## config.mk

```make
export PLATFORM = sky130hd
export DESIGN_NAME = pfx_lookup_ctrl
export DESIGN_NICKNAME = d
export VERILOG_FILES = /design/src/rtl/pfx_lookup_pkg.sv /design/src/rtl/pfx_bank_sel.sv /design/src/rtl/pfx_bank_port.sv /design/src/rtl/pfx_lookup_seq.sv /design/src/rtl/pfx_lookup_ctrl.sv
export SDC_FILE = /design/constraint.sdc
export NUM_CORES = 1
export LEC_CHECK = 0
export BUFFER_PORTS_ARGS = -buffer_cell sky130_fd_sc_hd__buf_4
export CAP_MARGIN = 5
export CORE_UTILIZATION = 43
export DETAILED_ROUTE_END_ITERATION = 8
export GPL_TIMING_DRIVEN = 0
export PLACE_DENSITY = 0.81
export SYNTH_ARGS = -nofsm -noshare
export SYNTH_HDL_FRONTEND = slang
export SYNTH_SLANG_ARGS = --single-unit
```

## constraint.sdc

```tcl
create_clock -name clk -period 2.8 [get_ports clk]
set_input_delay 0.84 -clock clk [delete_from_list [all_inputs] [get_ports clk]]
set_output_delay 0.84 -clock clk [all_outputs]
set_load 0.02 [all_outputs]
```

## src/rtl/pfx_lookup_pkg.sv

```systemverilog
package pfx_lookup_pkg;
  localparam int NBANK = 2;

  typedef enum logic [2:0] {
    ST_IDLE,
    ST_QUERY,
    ST_QWAIT,
    ST_READ,
    ST_RWAIT,
    ST_WRITE,
    ST_CNT,
    ST_RESP
  } seq_state_t;
endpackage

```

## src/rtl/pfx_bank_sel.sv

```systemverilog
module pfx_bank_sel #(
  parameter int CW         = 4,
  parameter int PW         = 32,
  parameter int MAIN_NCOMP = 4
) (
  input  logic [CW-1:0] ncomp,
  input  logic [PW-1:0] pos0,
  input  logic [PW-1:0] pos1,
  output logic          bank,
  output logic [PW-1:0] pos
);
  function automatic logic bank_for(input logic [CW-1:0] n);
    return (n == CW'(MAIN_NCOMP)) ? 1'b0 : 1'b1;
  endfunction

  assign bank = bank_for(ncomp);
  assign pos  = bank ? pos1 : pos0;
endmodule

```

## src/rtl/pfx_bank_port.sv

```systemverilog
module pfx_bank_port
  import pfx_lookup_pkg::*;
#(
  parameter int MW = 6
) (
  input  logic                clk,
  input  logic                rst_n,
  input  logic                q_fire,
  input  logic                cur_bank,
  input  logic [NBANK-1:0]    flt_r_valid,
  input  logic [NBANK-1:0]    flt_r_hit,
  input  logic [NBANK*MW-1:0] flt_r_map,
  output logic [NBANK-1:0]    flt_q_valid,
  output logic                sel_valid,
  output logic                sel_hit,
  output logic [MW-1:0]       sel_map
);
  logic [NBANK-1:0] own_rsp;

  for (genvar b = 0; b < NBANK; b++) begin : g_bank
    assign flt_q_valid[b] = q_fire && (int'(cur_bank) == b);
    assign own_rsp[b]     = flt_r_valid[b] && (int'(cur_bank) == b);
  end

  always_comb begin
    sel_valid = |own_rsp;
    sel_hit   = 1'b0;
    sel_map   = '0;
    for (int i = 0; i < NBANK; i++) begin
      sel_hit = sel_hit | (own_rsp[i] & flt_r_hit[i]);
      sel_map = sel_map | ({MW{own_rsp[i]}} & flt_r_map[i*MW +: MW]);
    end
  end

  p_one_query_r1: assert property (@(posedge clk) disable iff (!rst_n)
    $onehot0(flt_q_valid));
  p_query_pulse_r2: assert property (@(posedge clk) disable iff (!rst_n)
    (|flt_q_valid) |=> !(|flt_q_valid));
endmodule

```

## src/rtl/pfx_lookup_seq.sv

```systemverilog
module pfx_lookup_seq
  import pfx_lookup_pkg::*;
#(
  parameter int PW = 32,
  parameter int MW = 6,
  parameter int DW = 16
) (
  input  logic          clk,
  input  logic          rst_n,
  input  logic          req_valid,
  output logic          req_ready,
  input  logic          req_update,
  input  logic          req_bank,
  input  logic [PW-1:0] req_pos,
  input  logic [DW-1:0] req_wdata,
  output logic          q_fire,
  output logic          cur_bank,
  output logic [PW-1:0] q_pos,
  input  logic          sel_valid,
  input  logic          sel_hit,
  input  logic [MW-1:0] sel_map,
  output logic          rec_rd_en,
  output logic [MW-1:0] rec_rd_addr,
  input  logic          rec_rd_valid,
  input  logic [DW:0]   rec_rd_data,
  output logic          rec_wr_en,
  output logic [MW-1:0] rec_wr_addr,
  output logic [DW:0]   rec_wr_data,
  output logic          cnt_valid,
  input  logic          cnt_ready,
  output logic          cnt_del,
  output logic          cnt_bank,
  output logic [PW-1:0] cnt_pos,
  output logic          rsp_valid,
  input  logic          rsp_ready,
  output logic          rsp_hit,
  output logic          rsp_bank,
  output logic [MW-1:0] rsp_offset,
  output logic [DW-1:0] rsp_data
);
  seq_state_t    state;
  logic          upd_q, bank_q, hit_q, del_q;
  logic [PW-1:0] pos_q;
  logic [DW-1:0] wdata_q, data_q;
  logic [MW-1:0] map_q;

  // named events for assertions
  logic accept_ev, filt_done_ev, rec_done_ev, rec_live;
  assign accept_ev    = (state == ST_IDLE)  && req_valid;
  assign filt_done_ev = (state == ST_QWAIT) && sel_valid;
  assign rec_done_ev  = (state == ST_RWAIT) && rec_rd_valid;
  assign rec_live     = rec_rd_data[DW];

  always_ff @(posedge clk or negedge rst_n) begin
    if (!rst_n) begin
      state   <= ST_IDLE;
      upd_q   <= 1'b0;
      bank_q  <= 1'b0;
      hit_q   <= 1'b0;
      del_q   <= 1'b0;
      pos_q   <= '0;
      wdata_q <= '0;
      data_q  <= '0;
      map_q   <= '0;
    end else begin
      case (state)
        ST_IDLE: if (accept_ev) begin
          upd_q   <= req_update;
          bank_q  <= req_bank;
          pos_q   <= req_pos;
          wdata_q <= req_wdata;
          state   <= ST_QUERY;
        end
        ST_QUERY: state <= ST_QWAIT;
        ST_QWAIT: if (filt_done_ev) begin
          hit_q <= sel_hit;
          map_q <= sel_map;
          if (upd_q)        state <= ST_WRITE;
          else if (sel_hit) state <= ST_READ;
          else begin
            data_q <= '0;
            state  <= ST_RESP;
          end
        end
        ST_READ: state <= ST_RWAIT;
        ST_RWAIT: if (rec_done_ev) begin
          if (rec_live) begin
            data_q <= rec_rd_data[DW-1:0];
            state  <= ST_RESP;
          end else begin
            hit_q  <= 1'b0;
            data_q <= '0;
            del_q  <= 1'b1;
            state  <= ST_CNT;
          end
        end
        ST_WRITE: begin
          data_q <= wdata_q;
          del_q  <= 1'b0;
          state  <= ST_CNT;
        end
        ST_CNT:  if (cnt_ready) state <= ST_RESP;
        ST_RESP: if (rsp_ready) state <= ST_IDLE;
        default: state <= ST_IDLE;
      endcase
    end
  end

  assign req_ready   = (state == ST_IDLE);
  assign q_fire      = (state == ST_QUERY);
  assign cur_bank    = bank_q;
  assign q_pos       = pos_q;
  assign rec_rd_en   = (state == ST_READ);
  assign rec_rd_addr = map_q;
  assign rec_wr_en   = (state == ST_WRITE);
  assign rec_wr_addr = map_q;
  assign rec_wr_data = {1'b1, wdata_q};
  assign cnt_valid   = (state == ST_CNT);
  assign cnt_del     = del_q;
  assign cnt_bank    = bank_q;
  assign cnt_pos     = pos_q;
  assign rsp_valid   = (state == ST_RESP);
  assign rsp_hit     = hit_q;
  assign rsp_bank    = bank_q;
  assign rsp_offset  = map_q;
  assign rsp_data    = data_q;

  p_query_after_accept_r2: assert property (@(posedge clk) disable iff (!rst_n)
    accept_ev |=> q_fire);
  p_miss_skips_store_r3: assert property (@(posedge clk) disable iff (!rst_n)
    (filt_done_ev && !sel_hit && !upd_q) |=> rsp_valid && !rsp_hit);
  p_hit_reads_r4: assert property (@(posedge clk) disable iff (!rst_n)
    (filt_done_ev && sel_hit && !upd_q) |=> rec_rd_en && (rec_rd_addr == $past(sel_map)));
  p_dead_record_deletes_r6: assert property (@(posedge clk) disable iff (!rst_n)
    (rec_done_ev && !rec_live) |=> cnt_valid && cnt_del);
  p_cnt_hold_r6: assert property (@(posedge clk) disable iff (!rst_n)
    (cnt_valid && !cnt_ready) |=> cnt_valid && $stable({cnt_del, cnt_bank, cnt_pos}));
  p_update_writes_r7: assert property (@(posedge clk) disable iff (!rst_n)
    (filt_done_ev && upd_q) |=> rec_wr_en);
  p_busy_r8: assert property (@(posedge clk) disable iff (!rst_n)
    accept_ev |=> !req_ready);
  p_rsp_hold_r8: assert property (@(posedge clk) disable iff (!rst_n)
    (rsp_valid && !rsp_ready) |=> rsp_valid && $stable({rsp_hit, rsp_bank, rsp_offset, rsp_data}));
  p_single_action_r10: assert property (@(posedge clk) disable iff (!rst_n)
    $onehot0({req_ready, q_fire, rec_rd_en, rec_wr_en, cnt_valid, rsp_valid}));
endmodule

```

## src/rtl/pfx_lookup_ctrl.sv

```systemverilog
module pfx_lookup_ctrl
  import pfx_lookup_pkg::*;
#(
  parameter int K          = 4,
  parameter int HW         = 8,
  parameter int CW         = 4,
  parameter int MW         = 6,
  parameter int DW         = 16,
  parameter int MAIN_NCOMP = 4,
  localparam int PW        = K * HW
) (
  input  logic                clk,
  input  logic                rst_n,
  input  logic                req_valid,
  output logic                req_ready,
  input  logic                req_update,
  input  logic [CW-1:0]       req_ncomp,
  input  logic [PW-1:0]       req_pos0,
  input  logic [PW-1:0]       req_pos1,
  input  logic [DW-1:0]       req_wdata,
  output logic [NBANK-1:0]    flt_q_valid,
  output logic [PW-1:0]       flt_q_pos,
  input  logic [NBANK-1:0]    flt_r_valid,
  input  logic [NBANK-1:0]    flt_r_hit,
  input  logic [NBANK*MW-1:0] flt_r_map,
  output logic                rec_rd_en,
  output logic [MW-1:0]       rec_rd_addr,
  input  logic                rec_rd_valid,
  input  logic [DW:0]         rec_rd_data,
  output logic                rec_wr_en,
  output logic [MW-1:0]       rec_wr_addr,
  output logic [DW:0]         rec_wr_data,
  output logic                cnt_valid,
  input  logic                cnt_ready,
  output logic                cnt_del,
  output logic                cnt_bank,
  output logic [PW-1:0]       cnt_pos,
  output logic                rsp_valid,
  input  logic                rsp_ready,
  output logic                rsp_hit,
  output logic                rsp_bank,
  output logic [MW-1:0]       rsp_offset,
  output logic [DW-1:0]       rsp_data
);
  logic          req_bank, q_fire, cur_bank, sel_valid, sel_hit;
  logic [PW-1:0] req_pos;
  logic [MW-1:0] sel_map;

  pfx_bank_sel #(.CW(CW), .PW(PW), .MAIN_NCOMP(MAIN_NCOMP)) u_sel (
    .ncomp(req_ncomp), .pos0(req_pos0), .pos1(req_pos1),
    .bank(req_bank), .pos(req_pos)
  );

  pfx_bank_port #(.MW(MW)) u_port (
    .clk(clk), .rst_n(rst_n), .q_fire(q_fire), .cur_bank(cur_bank),
    .flt_r_valid(flt_r_valid), .flt_r_hit(flt_r_hit), .flt_r_map(flt_r_map),
    .flt_q_valid(flt_q_valid), .sel_valid(sel_valid), .sel_hit(sel_hit),
    .sel_map(sel_map)
  );

  pfx_lookup_seq #(.PW(PW), .MW(MW), .DW(DW)) u_seq (
    .clk(clk), .rst_n(rst_n),
    .req_valid(req_valid), .req_ready(req_ready), .req_update(req_update),
    .req_bank(req_bank), .req_pos(req_pos), .req_wdata(req_wdata),
    .q_fire(q_fire), .cur_bank(cur_bank), .q_pos(flt_q_pos),
    .sel_valid(sel_valid), .sel_hit(sel_hit), .sel_map(sel_map),
    .rec_rd_en(rec_rd_en), .rec_rd_addr(rec_rd_addr),
    .rec_rd_valid(rec_rd_valid), .rec_rd_data(rec_rd_data),
    .rec_wr_en(rec_wr_en), .rec_wr_addr(rec_wr_addr), .rec_wr_data(rec_wr_data),
    .cnt_valid(cnt_valid), .cnt_ready(cnt_ready), .cnt_del(cnt_del),
    .cnt_bank(cnt_bank), .cnt_pos(cnt_pos),
    .rsp_valid(rsp_valid), .rsp_ready(rsp_ready), .rsp_hit(rsp_hit),
    .rsp_bank(rsp_bank), .rsp_offset(rsp_offset), .rsp_data(rsp_data)
  );
endmodule

```

==> summary.md <==
| Metric | Value |
|---|---|
| CTS HTree Levels | 3 |
| Final antenna-violating net count | 0 |
| Fillers | 692 |
| Max stage delay on crit path | approximately 0.32 ns |
| Number of endpoints failing setup at the final stage | 0 |
| Sequential-to-total area share from yosys stat | 48.5% |
| Failing checks | DRC |
| Starting Density | 44.9% |
| Leak pwr | 3.09 nW |
| Tightest Pin Transition | 0.961 ns |
| Wire length of the first global-routing pass | 17.7 mm |
| Data arrival at the endpoint of the critical path | about 1.8 ns |
| Clock Latency Late Sink | 0.34 ns |
| TritonCTS clock tree | done |
| Peak supply drop | 0.606 mV |
| Maximum frequency from static timing analysis | 0.379 GHz |
| Final hold violation count | 0 |
| Period minus WS final | 2.64 ns |
| Fin Setup TNS | 0 ns |
| Flip-flop and latch area | around 1900 um2 |
| Clk buf depth | 2 |
| Outcome | complete, but fails checks |
| Top cell type's share of synthesized area | 48.5% |
| Fraction of synthesis flops using an asynchronous set or reset pin | 100% |
| Worst setup path class | register to output port |
| Total wirelength of the detailed-routed design | 11.5 mm |
| Placed standard-cell area | roughly 6000 um2 |
| Pre-antenna DRT Iters | 9 |
| Clk sinks | 77 |
| Type of the tightest min-delay check | register to register |
| Startpoint types | register |
| Area Growth Syn to Fin | 55.9% |
| Average cell area after synthesis | 10.9 um2 |
| Crit-path cells | buf_2 > nor2b_1 > and2_2 > buf_2 > buf_4 |
| Primary FF master, synth | sky130_fd_sc_hd__dfrtp_1 |
| Number of design rule violations left after detail routing | 12 |
| Crit-path leading delay family | buffers and inverters |
| Total half-perimeter wirelength after legalization and detailed placement | 8.84 mm |
| Antenna cell count | 0 |
| Normalized max-slew margin | 35.9% |
| Number of library cell types mapped by synthesis | 39 |
| Grt ovf | 0 |
| Library cell appearing most often on the critical path | sky130_fd_sc_hd__buf_2 |
| IO buf count | 248 |
| Number of buffers created by CTS | 9 |
| Number of slew-limit violations in the final report | 0 |
| Number of DRC markers in iteration 0 | ~110 |
| Utilization after layout | 70.1% |
| Post CTS Setup Buffer Count | 0 |
| RSZ-0062 raised after global routing | no |
| Clock slew at the register clock pins of the worst setup and hold paths | 0.09 ns |
| Number of buffers and inverters on the critical path | 3 |
| Placer congestion estimate | 0.892 |
| Commonest non-fill, non-tap cell in the layout | sky130_fd_sc_hd__buf_4 |
| Share of the clock period used by the worst path | 94.3% |
| Fin Clk Skew | roughly 0.015 ns |
| Standard cell core area | 8850 um2 |
| Height of the chip | 98.1 um |
| Cell Pwr Density | 1200 nW/um2 |
| Initial antenna violation count | 0 |
| Routed length per instance | 15.6 um |
| I/O pin count | 250 |
| Floorplan row count | 34 |
| Die width | about 100 um |
| CP max stage cell | sky130_fd_sc_hd__dfrtp_1 |
| Total die area | 9630 um2 |
| Worst Setup End Kind | output port |
| Average via count per standard cell | 4.91 |
| Crit path required time | 1.96 ns |
| Critical-path maximum fanout | 10 |
| Number of synthesized flops with an enable pin | 0 |
| Cell taking the most area after synthesis | sky130_fd_sc_hd__dfrtp_1 |
| Fraction of final layout cells sized beyond drive strength 1 | 56.4% |
| Multi-input gate area | 1570 um2 |
| Top library cells by usage in the layout, fill and taps aside | sky130_fd_sc_hd__buf_4, sky130_fd_sc_hd__dfrtp_1, sky130_fd_sc_hd__a21oi_1, sky130_fd_sc_hd__nor2_1, sky130_fd_sc_hd__mux2i_1 |
| #FFs+latches synth | 77 |
| Area contributors post-synth | sky130_fd_sc_hd__dfrtp_1, sky130_fd_sc_hd__buf_4, sky130_fd_sc_hd__mux2i_1 |
| Area of the mapped netlist | about 4000 um2 |
| Clock Root Buffer | sky130_fd_sc_hd__clkbuf_8 |
| Post-Synthesis Net Count | 488 |
| Maximum number of pins on one net before global-route repair | 78 |
| Total number of nets in the final design | between 700 and 800 |
| Maximum Capacitance Violations | 0 |
| Yosys warnings | 0 |
| Post-synthesis cell count | 364 |
| Finished layout cell area | 6200 um2 |
| Number of global-route vias before repair | around 3600 |
| GRT Total Usage | 23.5% |
| Via count of the routed design | 3606 |
## cell type report
type	instances	area share [%]
Sequential cell	77	31.1
Clock inverter	6	1.51
Multi-Input combinational cell	213	25.3
Buffer	70	7.51
Tap cell	108	2.18
Clock buffer	10	2.22
Timing Repair Buffer	248	30.0
Inverter	2	0.121
## power breakdown
| part | switching, W | total (W) | internal [W] | leakage (nW) |
|---|---|---|---|---|
| Combinational | 0.00218 | 0.00433 | 0.00216 | 2.04 |
| Clock | 0.000429 | 0.000964 | 0.000535 | 0.113 |
| Sequential | 0.000461 | 0.00212 | 0.00166 | 0.940 |
## synth_stat cells (2+ instances only)
cell	number
sky130_fd_sc_hd__mux2i_1	32
sky130_fd_sc_hd__dfrtp_1	77
sky130_fd_sc_hd__a21oi_1	38
sky130_fd_sc_hd__buf_1	5
sky130_fd_sc_hd__mux2_2	23
sky130_fd_sc_hd__a211oi_1	3
sky130_fd_sc_hd__nor2_1	37
sky130_fd_sc_hd__a22oi_1	6
sky130_fd_sc_hd__nor4b_1	2
sky130_fd_sc_hd__mux2_4	10
sky130_fd_sc_hd__nor2b_1	3
sky130_fd_sc_hd__clkbuf_1	15
sky130_fd_sc_hd__buf_2	3
sky130_fd_sc_hd__o21ai_0	9
sky130_fd_sc_hd__a31oi_1	2
sky130_fd_sc_hd__and2_1	3
sky130_fd_sc_hd__nand2b_1	3
sky130_fd_sc_hd__nand3_1	2
sky130_fd_sc_hd__nor3_1	2
sky130_fd_sc_hd__a22o_1	16
sky130_fd_sc_hd__buf_4	46
sky130_fd_sc_hd__inv_1	2
sky130_fd_sc_hd__and3_1	2
sky130_fd_sc_hd__nand2_1	8
## stage by stage
stage,setup slack [ns],hold slack [ns],std cells,total power [W]
detailed placement,-0.0306,0.496,720,0.00648
global route,0.0279,0.522,734,0.00780
global placement,-0.0559,0.487,720,0.00639
floorplan,0.406,0.530,364,0.00463
CTS,0.0329,0.514,735,0.00746
finish,0.159,0.513,734,0.00741
## sequential cells by signal (all words and copies together) (netlist names)
name and count:
u_seq.rsp_data 16, u_seq.cnt_pos 32, u_seq.rec_rd_addr 6, u_seq.upd_q 1, u_seq.cnt_del 1, u_seq.rsp_hit 1
u_seq.wdata_q 16, u_seq.state 3, u_seq.cnt_bank 1
## layer usage
layer / track usage, % / routed length (um) / vias up
li1: - / - / 1743
met1: 27.7 / 4600 / 1694
met2: 43.0 / 6010 / 153
met3: 4.01 / 616 / 16
met4: 8.50 / 232 / 0
met5: 0 / 0 / -
## timing repair
| item | in CTS | in global routing |
|---|---|---|
| endpoints found under the setup margin | 1 | 21 |
| resized for setup | 1 | 1 |
| hold buffers | 0 | 0 |
## kinds of logic (layout without fill, tap and decap cells)
kind of cell	Yosys count	after routing	share of synthesized area, %
compound gates	80	80	13.1
simple gates	67	67	7.93
flops	77	77	48.5
buf+inv	74	336	12.1
mux	65	65	18.4
other cells	1	1	0.0943
## worst reg2reg max path: stages, from the launching register on
cell	delay, ns
sky130_fd_sc_hd__dfrtp_1	0.41
sky130_fd_sc_hd__clkbuf_1	0.23
sky130_fd_sc_hd__nor3_1	0.31
sky130_fd_sc_hd__and2_1	0.51
sky130_fd_sc_hd__clkbuf_1	0.56
sky130_fd_sc_hd__mux2_2	0.41
## worst paths after layout
path | slack [ns] | to | start | cells after the start
max in group asynchronous | 1.53 | u_seq.rec_rd_addr[4] | rst_n | 1
min reg2reg | 0.51 | u_seq.cnt_del | u_seq.cnt_del | 2
min in group asynchronous | 0.65 | u_seq.rsp_data[13] | rst_n | 1
max | 0.16 | rec_wr_en | u_seq.state[2] | 5
max reg2reg | 0.25 | u_seq.wdata_q[8] | u_seq.state[1] | 5
min | 0.51 | u_seq.cnt_del | u_seq.cnt_del | 2
(Power assumes the default switching activity.)
